### src/rtl/vlbm_pkg.sv
package vlbm_pkg;

    typedef enum logic [1:0] {
        ST_IDLE     = 2'd0,
        ST_SPEC_OUT = 2'd1,
        ST_CORRECT  = 2'd2,
        ST_CORR_OUT = 2'd3
    } vlbm_state_e;

    typedef enum logic [2:0] {
        DG_ZERO = 3'd0,
        DG_P1   = 3'd1,
        DG_P2   = 3'd2,
        DG_M1   = 3'd3,
        DG_M2   = 3'd4
    } booth_dig_e;

    function automatic booth_dig_e booth_decode(input logic [2:0] grp);
        booth_dig_e d;
        unique case (grp)
            3'b000, 3'b111: d = DG_ZERO;
            3'b001, 3'b010: d = DG_P1;
            3'b011:         d = DG_P2;
            3'b100:         d = DG_M2;
            3'b101, 3'b110: d = DG_M1;
            default:        d = DG_ZERO;
        endcase
        return d;
    endfunction

endpackage

### src/rtl/booth_ppgen.sv
module booth_ppgen
    import vlbm_pkg::*;
#(
    parameter int N = 8
) (
    input  logic [N-1:0]               mcand,
    input  logic [N-1:0]               mplier,
    output logic [N/2-1:0][2*N-1:0]    pp
);
    localparam int ROWS = N / 2;
    localparam int PW   = 2 * N;

    logic [N:0]    mx;
    logic [PW-1:0] a_ext;

    assign mx    = {mplier, 1'b0};
    assign a_ext = {{N{mcand[N-1]}}, mcand};

    for (genvar r = 0; r < ROWS; r++) begin : g_row
        logic [2:0]    grp;
        logic [PW-1:0] row;

        assign grp = mx[2*r+2:2*r];

        always_comb begin
            unique case (booth_decode(grp))
                DG_P1:   row = a_ext;
                DG_P2:   row = a_ext << 1;
                DG_M1:   row = -a_ext;
                DG_M2:   row = -(a_ext << 1);
                default: row = '0;
            endcase
            pp[r] = row << (2 * r);
        end
    end

endmodule

### src/rtl/spec_accum.sv
module spec_accum #(
    parameter int N   = 8,
    parameter int Z   = 2,
    parameter int EST = 4,
    localparam int ROWS  = N / 2,
    localparam int LOW_W = N - Z,
    localparam int HI_W  = N + Z,
    localparam int CW    = $clog2(ROWS) + 1
) (
    input  logic [ROWS-1:0][2*N-1:0] pp,
    output logic [HI_W-1:0]          hi_spec,
    output logic [LOW_W-1:0]         lo_sum,
    output logic [CW-1:0]            delta
);
    localparam int LSW = LOW_W + CW;
    localparam int WW  = EST + CW;
    localparam int K   = LOW_W - EST;

    logic [LSW-1:0]  lo_acc;
    logic [WW-1:0]   win_acc;
    logic [HI_W-1:0] hi_acc;
    logic [CW-1:0]   c_true;
    logic [CW-1:0]   c_est;

    always_comb begin
        lo_acc  = '0;
        win_acc = '0;
        hi_acc  = '0;
        for (int r = 0; r < ROWS; r++) begin
            lo_acc  = lo_acc  + LSW'(pp[r][LOW_W-1:0]);
            win_acc = win_acc + WW'(pp[r][LOW_W-1:K]);
            hi_acc  = hi_acc  + pp[r][2*N-1:LOW_W];
        end
        c_true  = lo_acc[LSW-1:LOW_W];
        c_est   = win_acc[WW-1:EST];
        hi_spec = hi_acc + HI_W'(c_est);
        lo_sum  = lo_acc[LOW_W-1:0];
        delta   = c_true - c_est;
    end

endmodule

### src/rtl/vlat_booth_mul.sv
module vlat_booth_mul
    import vlbm_pkg::*;
#(
    parameter int N   = 8,
    parameter int Z   = 2,
    parameter int EST = 4
) (
    input  logic           clk,
    input  logic           rst_n,
    input  logic           in_valid,
    output logic           in_ready,
    input  logic [N-1:0]   in_a,
    input  logic [N-1:0]   in_b,
    output logic           out_valid,
    input  logic           out_ready,
    output logic [2*N-1:0] out_prod,
    output logic           out_spec_hit
);
    localparam int ROWS  = N / 2;
    localparam int LOW_W = N - Z;
    localparam int HI_W  = N + Z;
    localparam int CW    = $clog2(ROWS) + 1;

    vlbm_state_e state, nxt;

    logic [ROWS-1:0][2*N-1:0] pp;
    logic [HI_W-1:0]          hi_spec, hi_q;
    logic [LOW_W-1:0]         lo_sum, lo_q;
    logic [CW-1:0]            delta, delta_q;
    logic                     accept;

    booth_ppgen #(.N(N)) u_ppgen (
        .mcand  (in_a),
        .mplier (in_b),
        .pp     (pp)
    );

    spec_accum #(.N(N), .Z(Z), .EST(EST)) u_accum (
        .pp      (pp),
        .hi_spec (hi_spec),
        .lo_sum  (lo_sum),
        .delta   (delta)
    );

    assign accept = in_valid && (state == ST_IDLE);

    always_ff @(posedge clk or negedge rst_n) begin
        if (!rst_n) state <= ST_IDLE;
        else        state <= nxt;
    end

    always_comb begin
        nxt = state;
        unique case (state)
            ST_IDLE:     if (in_valid) nxt = (delta == '0) ? ST_SPEC_OUT : ST_CORRECT;
            ST_SPEC_OUT: if (out_ready) nxt = ST_IDLE;
            ST_CORRECT:  nxt = ST_CORR_OUT;
            ST_CORR_OUT: if (out_ready) nxt = ST_IDLE;
            default:     nxt = ST_IDLE;
        endcase
    end

    always_ff @(posedge clk or negedge rst_n) begin
        if (!rst_n) begin
            hi_q    <= '0;
            lo_q    <= '0;
            delta_q <= '0;
        end else if (accept) begin
            hi_q    <= hi_spec;
            lo_q    <= lo_sum;
            delta_q <= delta;
        end else if (state == ST_CORRECT) begin
            hi_q    <= hi_q + HI_W'(delta_q);
        end
    end

    always_comb begin
        in_ready     = (state == ST_IDLE);
        out_valid    = (state == ST_SPEC_OUT) || (state == ST_CORR_OUT);
        out_spec_hit = (state == ST_SPEC_OUT);
        out_prod     = {hi_q, lo_q};
    end

endmodule

### config.mk
export PLATFORM = sky130hd
export DESIGN_NAME = vlat_booth_mul
export DESIGN_NICKNAME = d
export VERILOG_FILES = /design/src/rtl/vlbm_pkg.sv /design/src/rtl/booth_ppgen.sv /design/src/rtl/spec_accum.sv /design/src/rtl/vlat_booth_mul.sv
export SDC_FILE = /design/constraint.sdc
export NUM_CORES = 1
export LEC_CHECK = 0
export BUFFER_PORTS_ARGS = -buffer_cell sky130_fd_sc_hd__buf_2
export CAP_MARGIN = 0
export CORE_MARGIN = 2
export CORE_UTILIZATION = 62
export CTS_BUF_LIST = sky130_fd_sc_hd__clkbuf_16
export CTS_CLUSTER_DIAMETER = 200
export CTS_CLUSTER_SIZE = 40
export DETAILED_ROUTE_END_ITERATION = 7
export GPL_TIMING_DRIVEN = 0
export MAX_ROUTING_LAYER = met4
export PLACE_DENSITY = 0.85
export SLEW_MARGIN = 20
export SYNTH_ARGS = -nofsm -noshare
export SYNTH_HDL_FRONTEND = slang
export SYNTH_SLANG_ARGS = --single-unit
### constraint.sdc
create_clock -name clk -period 3.75 [get_ports clk]
set_input_delay 0.1875 -clock clk [delete_from_list [all_inputs] [get_ports clk]]
set_output_delay 0.1875 -clock clk [all_outputs]
set_load 0.01 [all_outputs]
==> metrics.yaml <==
logic_synthesis:
  synth_top_family_by_area: "compound AO/OA/AOI/OAI gates"
  synthCells: 369
  synthesis.area_um2: 2990
  ys_types: 51
  synth-seq-cells: 18
  ys.flop_type: "dfrtp_1"
  synthAdderAreaFrac_pct: 23.9
  syn-num-nets: 433
  synthTopCellsByCount: "inv_1, o21ai_0, nand2_1"
  synth_edf_count: 0
  yosysTopAreaCellShare_pct: 15.1
  synth_area_leaders: "dfrtp_1, fa_1, ha_1, o21ai_0, inv_1"
  synth-compound-area-share_pct: 29.0
  yosys.area.top_type: "dfrtp_1"
  async_reset_ff_share_pct: 100
  yosysMostFrequentCell: "inv_1"
  yosys.area_share.simple_pct: 16.4
  synth-xor-area-share_pct: 5.73
  yosysSeqAreaShare_pct: 15.1
  yosys_warnings: 0
  synthMuxAreaShare_pct: 1.09
  syn_avg_cell_area_um2: 8.10
job:
  maxCapViolations: 0
setup_path:
  critical_path.cell_chain: "buf_2 > clkbuf_1 > clkbuf_1 > o21ai_0 > ha_1 > a21o_1 > a21oi_2 > xnor2_2 > ha_1 > a21o_1 > nand2_2 > fa_1 > fa_2 > fa_2 > nor2b_4 > o21ai_2 > a21boi_2 > buf_4 > buf_4 > buf_4 > buf_4 > o31ai_1"
  worst_r2r_path_depth: 4
  critPathArrivalTime_ns: 4.76
  crit_type: "in -> reg"
  crit_top_cell: "buf_4"
  end_kind: "flip-flop"
  critPathMaxStageDelay_ns: 0.45
  start_kind: "input port"
  cp_slowest_cell: "fa_1"
  worstPathRequired_ns: 3.86
  crit_path_max_fanout: 10
place:
  hpwl_mm: 6.14
  port_buffers: 35
  dpl_cell_area_um2: 3330
  gp_congestion: 0.983
  dpl_worst_slack_ns: -1.68
  placed_cells: 458
detailed_routing:
  drt_iter0_drc: 207
  vias: 3025
  firstDrtPassIters: 6
  wl_mm: 8.16
  detail_route.vias_per_cell: 6.28
  post_drt_wl_per_cell_um: 16.9
  ant_nets: 0
  route.detailed.drc: 0
global_route:
  grt.overflow.total: 0
  antenna_found_initial: 0
  grt_pass1_wl_mm: 13.5
  grtUsageMet3_pct: 2.33
  met1_usage_pct: 44.3
  grtUsageMet2_pct: 52.4
  gr-usage-all-layers_pct: 32.7
  top_usage_layer: "met2"
  grt_max_degree: 19
  grt_pass1_vias: 2810
clock_tree:
  numCtsBuffers: 3
  h-tree-depth: 1
  clkTransAtPathRegs_ns: 0.05
  clk_path_buf_depth: 2
  clk_latency_ns: 0.25
  cts_tree: "yes"
  cts.sinks: 18
  cts-root-buf: "clkbuf_16"
cells_and_area:
  nFillCells: 341
  area_growth_pct: 23.3
  post-route-util_pct: 78.5
  drive_above_1_share_pct: 24.8
  multiInputGateArea_um2: 2430
  antenna_cells: 0
  fin_nets: 493
  stdcell_count: 482
  seqCellArea_um2: 450
  stdcell_area_um2: 3680
floorplanning:
  core_um2: 4690
  rows: 25
  dieArea_um2: 5390
  die_y_um: 73.4
  chipWidth_um: 73.4
  initial_core_util_pct: 63.7
  io_pins: 39
worst_hold_path:
  hp-class: "in -> reg"
  hold_depth: 2
sta:
  setup_violations: 9
  max_slew_margin_pct: 54.3
  setup_ws_ns: -0.906
  finalCriticalPeriod_ns: 4.66
  period_share_pct: 124
  max_freq_mhz: 215
  fin_tns_setup_ns: -4.77
  whs_ns: 0.123
  rsz0062_at_grt: "true"
  finalHoldViolCount: 0
  finalMaxSlewViolations: 0
  tightest_slew_ns: 0.680
  fin_skew_ns: 0.000830
power_and_ir_drop:
  power.total_mw: 1.66
  powerDensity_nw_per_um2: 450
  p_leak_nw: 1.71
  peakVddDrop_mv: 0.259
status:
  violations: "setup timing"
  status: "finished, violations left"
-- critical path: cells and delay by family --
family,cells,cell delay [ns]
and+or+nand+nor,2,0.22
buffers and inverters,7,1.36
xor gates and xnor gates,1,0.09
adders and majority gates,5,1.85
AOI/OAI and AO/OA,7,1.03
-- cell type report --
cell class	instances	share of cell area (%)
inverter	41	4.52
buffer	20	3.60
timing repair buffer	57	9.64
tap	54	1.83
multi-input combinational	288	66.0
sequential	18	12.2
clock inverter	1	0.102
clock buffer	3	2.04
-- timing repair --
item / 4_1_cts / 5_1_grt
hold endpoints to repair: 18 / 0
buffers inserted: 18 / 3
hold buffers: 1 / 0
pin swaps: 23 / 21
endpoints found under the setup margin: 10 / 10
gates resized for setup: 17 / 24
-- cell families after synthesis --
group | after synthesis
buffers and inverters | 63
xor gates and xnor gates | 18
muxes | 3
DFF | 18
AOI/OAI and AO/OA | 127
and+or+nand+nor | 96
adders and majority gates | 44
-- report_power, final --
part	switching, mW	internal (mW)	total, mW
clock	0.0687	0.142	0.210
sequential	0.0364	0.271	0.308
combinational	0.622	0.520	1.14
-- per-layer routing --
metal | share of wire, % | up-vias
met4 | 2.8 | 0
met2 | 47 | 142
met1 | 43 | 1420
met5 | 0 | -
met3 | 7.2 | 23
li1 | - | 1440
-- cells in the final DEF (no fill, tap or decap), drive strengths merged, types with 5 or more instances in the layout --
master  count
a222oi      8
nor2b       6
nor3b       6
ha         22
a221oi     14
a21boi      5
a21oi      28
dfrtp      18
clkbuf     17
fa         22
o21ai      37
inv        40
xor2        6
buf        62
nor2       19
a22oi       9
nor3       11
nand3       6
nand2      34
xnor2      11
-- final timing paths --
| path | end | slack (ns) | from |
|---|---|---|---|
| setup / recovery | hi_q[4] | -0.91 | in_b[0] |
| hold / removal | state[0] | 0.12 | out_ready |
| setup reg to reg | lo_q[4] | 2.16 | state[0] |
| hold reg to reg | hi_q[3] | 0.47 | hi_q[3] |
| max in group asynchronous | hi_q[8] | 3.07 | rst_n |
| min in group asynchronous | lo_q[2] | 0.40 | rst_n |
-- flip-flops by register name, summed over array words and instances (netlist names) --
register	flops
hi_q	10
lo_q	6
state	2
No activity file was read; power rests on OpenSTA's default activity.
